### config.mk
export PLATFORM = sky130hd
export DESIGN_NAME = settle_delay_gen
export DESIGN_NICKNAME = d
export VERILOG_FILES = /design/src/rtl/settle_pkg.sv /design/src/rtl/settle_cfg.sv /design/src/rtl/settle_atn.sv /design/src/rtl/settle_count.sv /design/src/rtl/settle_delay_gen.sv
export SDC_FILE = /design/constraint.sdc
export NUM_CORES = 1
export LEC_CHECK = 0
export CORE_MARGIN = 2
export CORE_UTILIZATION = 35
export CTS_CLUSTER_DIAMETER = 30
export CTS_CLUSTER_SIZE = 24
export DETAILED_ROUTE_END_ITERATION = 7
export MAX_ROUTING_LAYER = met4
export PLACE_DENSITY = 0.63
export SYNTH_ARGS = -nofsm -noshare
export SYNTH_HDL_FRONTEND = slang
export SYNTH_SLANG_ARGS = --single-unit
### constraint.sdc
create_clock -name clk -period 1.4 [get_ports clk]
set_clock_uncertainty 0.2 [all_clocks]
set_input_delay 0.21 -clock clk [delete_from_list [all_inputs] [get_ports clk]]
set_output_delay 0.21 -clock clk [all_outputs]
set_load 0.02 [all_outputs]
### src/rtl/settle_pkg.sv
package settle_pkg;

    localparam int CFG_W      = 8;
    localparam int CODE_W     = 4;
    localparam logic [CODE_W-1:0] CODE_PRESCALE = 4'b0010;
    localparam logic [CODE_W-1:0] CODE_MODE     = 4'b1010;
    localparam int MODE_HS_BIT = 2;

    typedef enum logic [1:0] {
        SEL_STANDARD = 2'd0,
        SEL_HS_LONG  = 2'd1,
        SEL_HS_SHORT = 2'd2
    } delay_sel_e;

endpackage

### src/rtl/settle_cfg.sv
module settle_cfg
    import settle_pkg::*;
#(
    parameter int NF_W   = 4,
    parameter int NF_MAX = 8,
    parameter int NF_RST = 8
) (
    input  logic             clk,
    input  logic             rst_n,
    input  logic             cfg_wr,
    input  logic [CFG_W-1:0] cfg_data,
    output logic [NF_W-1:0]  nf_q,
    output logic             hs_q
);

    localparam int VAL_W = CFG_W - CODE_W;

    typedef struct packed {
        logic [NF_W-1:0] nf;
        logic            hs;
    } cfg_state_t;

    cfg_state_t st_d, st_q;
    logic [CODE_W-1:0] code;
    logic [VAL_W-1:0]  value;
    logic              nf_legal;

    assign code  = cfg_data[CFG_W-1 -: CODE_W];
    assign value = cfg_data[VAL_W-1:0];

    generate
        if (VAL_W > NF_W) begin : g_wide_val
            assign nf_legal = (value != '0) && (value <= VAL_W'(NF_MAX));
        end else begin : g_narrow_val
            assign nf_legal = (value != '0) && (NF_W'(value) <= NF_W'(NF_MAX));
        end
    endgenerate

    always_comb begin
        st_d = st_q;
        if (cfg_wr) begin
            if (code == CODE_PRESCALE && nf_legal) begin
                st_d.nf = NF_W'(value);
            end else if (code == CODE_MODE) begin
                st_d.hs = cfg_data[MODE_HS_BIT];
            end
        end
    end

    always_ff @(posedge clk or negedge rst_n) begin
        if (!rst_n) begin
            st_q.nf <= NF_W'(NF_RST);
            st_q.hs <= 1'b0;
        end else begin
            st_q <= st_d;
        end
    end

    assign nf_q = st_q.nf;
    assign hs_q = st_q.hs;

    AST_NF_IN_RANGE: assert property (@(posedge clk) disable iff (!rst_n)
        (nf_q != '0) && (nf_q <= NF_W'(NF_MAX)));
    AST_CFG_HOLD: assert property (@(posedge clk) disable iff (!rst_n)
        !cfg_wr |=> $stable(nf_q) && $stable(hs_q));

endmodule

### src/rtl/settle_atn.sv
module settle_atn (
    input  logic clk,
    input  logic rst_n,
    input  logic atn,
    input  logic take,
    output logic use_long,
    output logic atn_fall
);

    typedef struct packed {
        logic atn_prev;
        logic first;
    } atn_state_t;

    atn_state_t st_d, st_q;

    assign atn_fall = st_q.atn_prev & ~atn;
    assign use_long = st_q.first | atn_fall;

    always_comb begin
        st_d          = st_q;
        st_d.atn_prev = atn;
        if (take) begin
            st_d.first = 1'b0;
        end else if (atn_fall) begin
            st_d.first = 1'b1;
        end
    end

    always_ff @(posedge clk or negedge rst_n) begin
        if (!rst_n) begin
            st_q.atn_prev <= 1'b0;
            st_q.first    <= 1'b1;
        end else begin
            st_q <= st_d;
        end
    end

    AST_FIRST_CONSUMED: assert property (@(posedge clk) disable iff (!rst_n)
        take |=> !st_q.first);
    AST_FIRST_ARMED: assert property (@(posedge clk) disable iff (!rst_n)
        atn_fall && !take |=> st_q.first);

endmodule

### src/rtl/settle_count.sv
module settle_count #(
    parameter int CNT_W = 5
) (
    input  logic             clk,
    input  logic             rst_n,
    input  logic             start,
    input  logic [CNT_W-1:0] len,
    output logic             take,
    output logic             done
);

    typedef struct packed {
        logic             busy;
        logic             done;
        logic [CNT_W-1:0] cnt;
    } cnt_state_t;

    cnt_state_t st_d, st_q;

    assign take = start & ~st_q.busy;
    assign done = st_q.done;

    always_comb begin
        st_d      = st_q;
        st_d.done = 1'b0;
        if (st_q.busy) begin
            if (st_q.cnt <= CNT_W'(1)) begin
                st_d.busy = 1'b0;
                st_d.done = 1'b1;
                st_d.cnt  = '0;
            end else begin
                st_d.cnt = st_q.cnt - CNT_W'(1);
            end
        end else if (start) begin
            st_d.busy = 1'b1;
            st_d.cnt  = len;
        end
    end

    always_ff @(posedge clk or negedge rst_n) begin
        if (!rst_n) begin
            st_q <= '0;
        end else begin
            st_q <= st_d;
        end
    end

    AST_LOAD_LEN: assert property (@(posedge clk) disable iff (!rst_n)
        take |=> st_q.busy && (st_q.cnt == $past(len)));
    AST_START_IGNORED: assert property (@(posedge clk) disable iff (!rst_n)
        st_q.busy && (st_q.cnt > CNT_W'(1)) |=> st_q.busy && (st_q.cnt == $past(st_q.cnt) - CNT_W'(1)));
    AST_DONE_PULSE: assert property (@(posedge clk) disable iff (!rst_n)
        done |=> !done);

endmodule

### src/rtl/settle_delay_gen.sv
module settle_delay_gen
    import settle_pkg::*;
#(
    parameter int NF_W   = 4,
    parameter int NF_MAX = 8,
    parameter int NF_RST = 8
) (
    input  logic             clk,
    input  logic             rst_n,
    input  logic             cfg_wr,
    input  logic [CFG_W-1:0] cfg_data,
    input  logic             atn,
    input  logic             start,
    output logic             done
);

    localparam int CNT_W = $clog2(2 * NF_MAX + 1);

    logic [NF_W-1:0]  nf;
    logic             hs;
    logic             take;
    logic             use_long;
    logic             atn_fall;
    logic [CNT_W-1:0] len_full;
    logic [CNT_W-1:0] len_short;
    logic [CNT_W-1:0] len;
    delay_sel_e       sel;

    settle_cfg #(
        .NF_W  (NF_W),
        .NF_MAX(NF_MAX),
        .NF_RST(NF_RST)
    ) u_cfg (
        .clk     (clk),
        .rst_n   (rst_n),
        .cfg_wr  (cfg_wr),
        .cfg_data(cfg_data),
        .nf_q    (nf),
        .hs_q    (hs)
    );

    settle_atn u_atn (
        .clk     (clk),
        .rst_n   (rst_n),
        .atn     (atn),
        .take    (take),
        .use_long(use_long),
        .atn_fall(atn_fall)
    );

    always_comb begin
        len_full  = CNT_W'(nf) << 1;
        len_short = (CNT_W'(nf) + CNT_W'(1)) >> 1;
        if (!hs) begin
            sel = SEL_STANDARD;
        end else if (use_long) begin
            sel = SEL_HS_LONG;
        end else begin
            sel = SEL_HS_SHORT;
        end
        case (sel)
            SEL_HS_SHORT: len = len_short;
            default:      len = len_full;
        endcase
    end

    settle_count #(
        .CNT_W(CNT_W)
    ) u_count (
        .clk  (clk),
        .rst_n(rst_n),
        .start(start),
        .len  (len),
        .take (take),
        .done (done)
    );

    AST_SHORT_NONZERO: assert property (@(posedge clk) disable iff (!rst_n)
        take && (sel == SEL_HS_SHORT) |-> (len != '0) && (len <= len_full));
    AST_LONG_AFTER_FALL: assert property (@(posedge clk) disable iff (!rst_n)
        take && hs && atn_fall |-> (len == len_full));

endmodule

---- Yosys cells after proc, flatten, opt, wreduce, memory -nomap -nowiden ----
Cells that the tools add are included.
storage, ports and cells
  register bits ........................... 14
  bits of input ports ..................... 13
  output and inout bits ................... 1
cells by class
  add/subtract/negate cells ............... 2
  $lt $le $gt $ge ......................... 2
  eq/ne operators ......................... 3
  multiplexer cells ....................... 12
  bitwise operators ....................... 6
  reduce and logical (&&, ||, !) cells .... 7
operators with widths
  cell                                                                    number
  5-bit 2-to-1 mux                                                        4
  2-bit 2-to-1 mux                                                        3
  4-bit by 1-bit adder with 5-bit output (second input constant)          1
  5-bit by 1-bit <= comparator with 1-bit output (second input constant)  1
  1-bit 2-to-1 mux                                                        5
  5-bit by 1-bit subtractor with 5-bit output (second input constant)     1
  4-bit by 2-bit == test with 1-bit output (second input constant)        1
  4-bit == test (second input constant)                                   1
  4-bit <= comparator (second input constant)                             1
  2-bit nonzero test                                                      2
  4-bit nonzero test                                                      1
  1-bit inverter                                                          3
  3-bit AND reduction                                                     1
  1-bit bitwise AND                                                       2
  2-bit == test (second input constant)                                   1
  1-bit logical AND                                                       2
  2-bit AND reduction                                                     1
  1-bit bitwise OR                                                        1

---- Logic depth before layout (Yosys ltp) ----
Gate-level depths: netlist (run 1).
  word-level depth ........................ 9
  depth in mapped cells ................... 5
  gate-level depth less buffers ........... 5

---- Cells and area by module ----
A second synthesis (run 1) with hierarchy kept.
unflattened totals
  cells, all modules ...................... 96
  area, all modules ....................... 934.6 µm²
by module, submodules not included
  module            instances  cells an instance  area an instance (µm²)
  settle_count      1          40                 424.2
  settle_cfg        1          35                 326.6
  settle_delay_gen  1          14                 98.8
  settle_atn        1          7                  85.1

---- Worst setup path before layout (run 1) ----
No wires, ideal clock.
  path kind ............................... reg2reg
  start ................................... reg u_atn.st_q[0] (netlist name)
  end ..................................... reg u_count.st_q[2] (netlist name)
  library setup time ...................... 0.138 ns
  arrival ................................. 1.013 ns
  required time ........................... 1.062 ns
  setup slack ............................. 0.049 ns
  cell stages (with the launch flop) ...... 5
  period minus slack after synthesis ...... 1.351 ns
  cells stage by stage .................... dfstp_2 -> nor2b_4 -> and2_4 -> a32oi_1 -> o221ai_1
on the way
  longest elaborated chain between the ends .. 7
RTL lines
  what                      RTL line                RTL
  start: declaration        settle_atn.sv:15        atn_state_t st_d, st_q;
  start signal: assignment  settle_atn.sv:35        st_q <= st_d;
  1-bit bitwise OR          settle_atn.sv:18        assign use_long = st_q.first | atn_fall;
  2-bit 2-to-1 mux          settle_delay_gen.sv:56  end else if (use_long) begin
  2-bit 2-to-1 mux          settle_delay_gen.sv:54  if (!hs) begin
  2-bit == test             settle_delay_gen.sv:61  case (sel)
  5-bit 2-to-1 mux          settle_delay_gen.sv:61
  5-bit 2-to-1 mux          settle_count.sv:34      end else if (start) begin
  5-bit 2-to-1 mux          settle_count.sv:26      if (st_q.busy) begin
  end signal: assignment    settle_count.sv:44      st_q <= st_d;
  end: declaration          settle_count.sv:18      cnt_state_t st_d, st_q;
No other way between the ends. The select of a mux whose other input is x is not followed.
A chain may end at the register's enable or synchronous reset.

---- Worst setup path after layout (run 1) ----
  start ................................... reg u_count.st_q[1] (netlist name)
  end ..................................... reg u_count.st_q[1] (netlist name)
on the way
  longest elaborated chain between the ends .. 3
  elaborated cells on any way between the ends .. 4
  classes of those cells .................. add/sub (1); order compare (1); mux (2)
RTL lines
  what                                                                                                                  RTL line                                RTL
  5-bit by 1-bit subtractor with 5-bit output / 5-bit by 1-bit <= comparator with 1-bit output (equally long branches)  settle_count.sv:32, settle_count.sv:27
  5-bit 2-to-1 mux *                                                                                                    settle_count.sv:27                      if (st_q.cnt <= CNT_W'(1)) begin
  5-bit 2-to-1 mux *                                                                                                    settle_count.sv:26
Every way passes the cells marked *; elsewhere a longest branch is shown, timed or not.

==> results by group, run 1 <==
Outcome
  • Status: complete, but fails checks
  • Failing checks: setup timing

Synth
  • Yosys top cell by area: dfrtp_1
  • Mux cell area share after synthesis: 1.78%
  • Library cells used by synthesis: 36
  • Top cell type's share of synthesized area: 35.5%
  • Ys Warns: 0
  • Adder-cell share of the synthesized area: 4.44%
  • Commonest cells in the netlist: dfrtp_1 (12), nor2_1 (11), nand2_1 (8)
  • Syn_nets: 109
  • Cell Area, Synth: 846 sq um
  • Post-synthesis sequential area ratio: 41.7%
  • Post-synthesis compound-gate area fraction: 18.6%
  • Number of flops mapped to enable cells by yosys: 0
  • Syn Inst Count: 93
  • Ys async rst share: 100%
  • Top_reg_cell synth: dfrtp_1
  • Synth Register Bits: 14
  • Synth Area in XOR/XNOR: 4.14%
  • Synthesized area per cell: 9.09 sq um
  • Post-synthesis simple-gate area fraction: 25.6%
  • Main area contributors after synthesis: dfrtp_1 (36%), dfstp_2 (6.2%), nor2_1 (4.9%)
  • Largest family of logic cells by synthesized area: simple AND/OR/NAND/NOR gates
  • Most instantiated library cell after synthesis: dfrtp_1

GRT
  • First-pass GRT wire length: 3.15 mm
  • Initial antenna violation count: 0
  • Vias in the first global route: 797
  • Grt total ovfl: 0
  • GRT Resource Usage Total: 16.1%
  • Maximum number of pins on one net before global-route repair: 15

Routing
  • Mean number of vias per cell: 5.04
  • Total Wirelength: 1.93 mm
  • Iteration-0 DRC Markers: 14
  • DRC: 0
  • Antenna-violating nets left: 0
  • Wire per inst: 12.5 um
  • DR vias: 776
  • 1st-pass router iterations: 3

Die
  • Die ar.: 2830 sq um
  • # rows: 17
  • I/O pin count: 14
  • Core area: 2250 sq um
  • Starting Density: 37.5%
  • Die Y: 53.2 um
  • Die width: 53.2 um

Worst setup path
  • Critical path buffers and inverters: 2
  • Nature of the critical path endpoint: flip-flop
  • CP max FO: 3
  • Cell family with most CP delay: flip-flops
  • Worst-case reg-to-reg path depth: 5
  • Critical path origin: u_count.st_q[1]$_DFFE_PN0P_
  • Crit-path max cell delay: 0.42 ns
  • Crit-path cells: inv_2, ha_2, inv_1, a31oi_1, o21ai_1
  • Startpoint class of the critical path: flip-flop
  • Crit path depth: 5
  • Worst path slowest cell: dfrtp_1
  • Worst Setup Path Type: reg2reg
  • Reg2Reg Launch Point: u_count.st_q[1]$_DFFE_PN0P_
  • Crit path required time: 1.36 ns
  • WP data arrival: 1.37 ns

Worst hold path
  • Worst hold path type: in2async

Timing
  • Final min period: 1.41 ns
  • RSZ-0062 raised after global routing: true
  • Pin slew with the least headroom to its limit: 0.249 ns
  • Max Clock Freq: 0.707 GHz
  • Max_slew headroom: 83.3%
  • Hold Vio Cnt, Final: 0
  • Setup violations, final: 1
  • Final worst slack: -0.0148 ns
  • Setup TNS: -0.0148 ns
  • Final Max Slew Viols: 0
  • Crit share post-route: 101%

Cells and area
  • Nets: 143
  • FILL cells: 211
  • Layout area overhead: 45.6%
  • Post-route insts no fill: 154
  • Ratio of cells with drive above 1 in the final layout: 29.4%
  • Antenna Cells: 0

Placed design
  • Gpl congestion: 0.784
  • IO buf count: 13
  • DP Worst Slack: -0.238 ns
  • DP HPWL: 1.47 mm
  • Placed cells: 148

Clock tree
  • CTS sink cnt: 14
  • TritonCTS buffer count: 3
  • Clk buf depth: 2
  • H-tree depth: 1
  • Clk slew on worst S/H paths: 0.08 ns
  • CTS tree: done
  • Clk Latency, worst-skew pair: 0.27 ns
  • CTS root buf: clkbuf_4

Pwr
  • Psw: 655 uW
  • Total Power: 1820 uW
  • P_int: 1170 uW
  • Sequential power share: 36.0%
  • Combinational fraction of design power: 48.7%
  • Pwr/cell area: 1480 nW/um^2
  • Pleak: 0.000576 uW
  • Sw Ratio: 35.9%
  • Worst VDD drop: 0.734 mV
  • Clock share of power: 15.3%

Job
  • Max-cap violations: 0
[flip-flops by register name (all words and copies together) (netlist names)]
signal        flops
u_cfg.hs_q        1
u_count.done      1
u_count.st_q      6
u_cfg.nf_q        4
u_atn.st_q        2
[through the flow]
step | area, sq um | hold slack, ns | utilization (%)
finish | 1230 | 0.0400 | 54.6
detailed placement | 1120 | 0.305 | 49.6
global placement | 1120 | 0.299 | 49.6
floorplan | 846 | -0.286 | -
CTS | 1180 | 0.0349 | 52.5
global route | 1230 | 0.0439 | 54.6
[power by group through the flow]
stage / Sequential, uW / Clock (uW) / Combinational [uW]
finish: 656 / 280 / 888
global route: 668 / 314 / 982
CTS: 650 / 296 / 808
detailed placement: 640 / 0 / 745
global placement: 632 / 0 / 733
floorplan: 621 / 0 / 436
[final timing paths]
kind,to,slack (ns)
setup / recovery,u_count.st_q[1]$_DFFE_PN0P_,-0.01
hold / removal,u_count.st_q[6]$_DFF_PN0_,0.04
setup reg to reg,u_count.st_q[1]$_DFFE_PN0P_,-0.01
hold reg to reg,u_atn.st_q[0]$_DFFE_PN1P_,0.32
max in group asynchronous,u_atn.st_q[0]$_DFFE_PN1P_,0.72
min in group clk,u_atn.st_q[1]$_DFF_PN0_,0.20
[worst register-to-register path: stages, from the launching register on]
cell     delay [ns]
dfrtp_1        0.42
inv_2          0.09
ha_2           0.31
inv_1          0.03
a31oi_1        0.16
o21ai_1        0.09
[cells in the final DEF, fill, tap and decap left out, types with 2 or more instances in the layout]
master            n
nand3_1           3
o21ai_0           5
inv_1             6
dlymetal6s2s_1    4
clkbuf_4          3
nor2b_1           2
nand2b_1          3
dfstp_2           2
clkdlybuf4s50_1   8
nor2_1           11
nand2_1           7
a31oi_1           2
o21ai_1           4
dfrtp_1          11
o22ai_1           2
buf_4            16
xor2_1            3
nor3_2            2
a21oi_1           2
[layer usage]
metal  track usage, %  vias to the layer above  wire, um
met5                -                        -         0
met4             8.97                        0        19
met3             1.69                        2        72
met2             30.6                       19      1070
met1             15.8                      357       769
li1                 -                      398         -
[what timing repair did]
action / 4_1_cts / 5_1_grt
pin swaps: 5 / 11
resized for setup: 8 / 11
buffers inserted: 1 / 2
endpoints found under the setup margin: 6 / 6
hold buffers: 0 / 0
[final cells by class]
type / instances / area (sq um) / area share [%]
multi-input combinational: 71 / 509 / 41.4
clock buffer: 4 / 36.3 / 2.95
tap: 28 / 35.0 / 2.85
inverter: 7 / 26.3 / 2.13
timing repair buffer: 30 / 270 / 22.0
sequential: 14 / 354 / 28.8
[cells by family after synthesis]
kind of cell	Yosys count
compound gates	25
xor+xnor	4
fa+ha+maj	3
buf+inv	8
flops	14
mux	1
simple gates	38
Power figures use the tool's default switching activity.
==> run 2: changes to the inputs <==
RECOVER_POWER = 100   (was default)
SKIP_CTS_REPAIR_TIMING = 1   (was default)
==> run 2 against run 1 <==
  * The run still ends with setup timing left
  * Routed wire length down 3.1%
  * Design area down 2.2%
  * Clock power about the same
  * Sequential power about the same
  * Power down 3.5%
  * Critical path type is now in2reg
==> results by group, run 2 (same netlist as run 1, synthesis figures left out) <==
GRT
  • GRT Resource Usage Total: 15.9%
  • Initial antenna violation count: 0
  • First-pass GRT wire length: 3.13 mm
  • Vias in the first global route: 779
  • Grt total ovfl: 0
  • Maximum number of pins on one net before global-route repair: 15

Timing
  • Final min period: 1.44 ns
  • Setup TNS: -0.0776 ns
  • RSZ-0062 raised after global routing: true
  • Final Max Slew Viols: 0
  • Final worst slack: -0.0350 ns
  • Setup violations, final: 4
  • Crit share post-route: 103%
  • Max Clock Freq: 0.697 GHz
  • Pin slew with the least headroom to its limit: 0.736 ns
  • Max_slew headroom: 50.9%
  • Hold Vio Cnt, Final: 0

Routing
  • Mean number of vias per cell: 5.06
  • Antenna-violating nets left: 0
  • Total Wirelength: 1.87 mm
  • Wire per inst: 12.2 um
  • 1st-pass router iterations: 4
  • DRC: 0
  • Iteration-0 DRC Markers: 6
  • DR vias: 774

Clock tree
  • Clk slew on worst S/H paths: 0.08 ns
  • CTS sink cnt: 14
  • CTS root buf: clkbuf_4
  • TritonCTS buffer count: 3
  • CTS tree: done
  • Clk Latency, worst-skew pair: 0.27 ns
  • Clk buf depth: 2
  • H-tree depth: 1

Die
  • Die Y: 53.2 um
  • Die width: 53.2 um
  • I/O pin count: 14
  • Starting Density: 37.5%
  • Core area: 2250 sq um
  • Die ar.: 2830 sq um
  • # rows: 17

Placed design
  • IO buf count: 13
  • DP HPWL: 1.47 mm
  • Gpl congestion: 0.784

Cells and area
  • Max reg flops: 6
  • Top flop regs: u_count.st_q (6), u_cfg.nf_q (4), u_atn.st_q (2)
  • Largest register by flop count: u_count.st_q
  • Antenna Cells: 0
  • Nets: 142
  • Ratio of cells with drive above 1 in the final layout: 26.4%
  • Commonest cells after routing, fill and taps aside: buf_4 (12), dfrtp_1 (11), nor2_1 (10)
  • Layout area overhead: 42.3%
  • Final Util: 53.4%
  • FILL cells: 214
  • Commonest non-fill, non-tap cell in the layout: buf_4

Worst setup path
  • Reg2Reg Launch Point: u_count.st_q[1]$_DFFE_PN0P_
  • R2R setup slack: -0.04 ns
  • Critical path endpoint: u_count.st_q[2]$_DFFE_PN0P_
  • WP data arrival: 1.39 ns
  • Worst Setup Path Type: in2reg
  • Startpoint class of the critical path: input pin
  • Crit path required time: 1.35 ns
  • Nature of the critical path endpoint: flip-flop
  • CP max FO: 5
  • Critical path origin: atn
  • Worst reg2reg endpoint: u_count.st_q[1]$_DFFE_PN0P_
  • Worst-case reg-to-reg path depth: 6

Job
  • Max-cap violations: 0

Pwr
  • Pleak: 0.000556 uW
  • Pwr/cell area: 1460 nW/um^2
  • Worst VDD drop: 0.731 mV

Worst hold path
  • Worst hold path type: in2reg

Outcome
  • Failing checks: setup timing
  • Status: complete, but fails checks
-- run 2: cell types whose count changed in the layout (fill, tap and decap cells not counted), moves of 3 or more --
| cell | previous run | this run |
|---|---|---|
| buf_4 | 16 | 12 |
| clkbuf_1 | 0 | 4 |
| clkdlybuf4s50_1 | 8 | 5 |
| dlygate4sd3_1 | 0 | 3 |
-- run 2: per-stage QoR --
| stage | area [sq um] | worst slack, ns | instances | total power (uW) | hold WS [ns] |
|---|---|---|---|---|---|
| 3_3_place_gp | 1120 | -0.180 | 148 | 1360 | 0.299 |
| 6_report | 1200 | -0.0350 | 153 | 1760 | 0.242 |
| 5_1_grt | 1200 | -0.0963 | 153 | 1900 | 0.294 |
| 2_1_floorplan | 846 | 0.0488 | 93 | 1060 | -0.286 |
| 4_1_cts | 1150 | -0.214 | 152 | 1680 | 0.0349 |
| 3_5_place_dp | 1120 | -0.238 | 148 | 1390 | 0.305 |
-- run 2: cell type report --
class | count | area (sq um) | area share, %
flip-flops and latches | 14 | 354 | 29.4
multi-input cells | 71 | 505 | 42.0
inverters | 7 | 26.3 | 2.18
repair buffers | 29 | 246 | 20.5
well taps | 28 | 35.0 | 2.91
clock buffers | 4 | 36.3 | 3.01
-- run 2: routing by layer --
metal,GRT usage (%),vias to the layer above,share of wire (%)
li1,-,393,-
met2,29.4,16,54
met3,1.69,2,3.7
met5,-,-,0
met4,8.97,0,1.0
met1,16.3,363,42
-- run 2: where the power goes --
group	switching, uW	internal, uW
registers	121	533
clock network	123	158
logic	386	437
total	630	1130
-- run 2: worst max-delay path: stages --
cell,delay [ns]
dlygate4sd3_1,0.55
nand2b_4,0.16
and2_4,0.16
a32oi_2,0.19
o221ai_1,0.12
-- run 2: worst min path at each step --
stage,start,to,slack (ns),cells past startpoint
final,cfg_wr,u_cfg.nf_q[3]$_DFFE_PN1P_,0.24,4
after global routing,cfg_data[5],u_cfg.nf_q[3]$_DFFE_PN1P_,0.29,5
after CTS,rst_n,u_count.st_q[2]$_DFFE_PN0P_,0.03,2
after detailed placement,u_cfg.hs_q$_DFFE_PN0P_,u_cfg.hs_q$_DFFE_PN0P_,0.30,1
after global placement,u_atn.st_q[0]$_DFFE_PN1P_,u_atn.st_q[0]$_DFFE_PN1P_,0.30,2
after floorplan,rst_n,u_atn.st_q[1]$_DFF_PN0_,-0.29,0
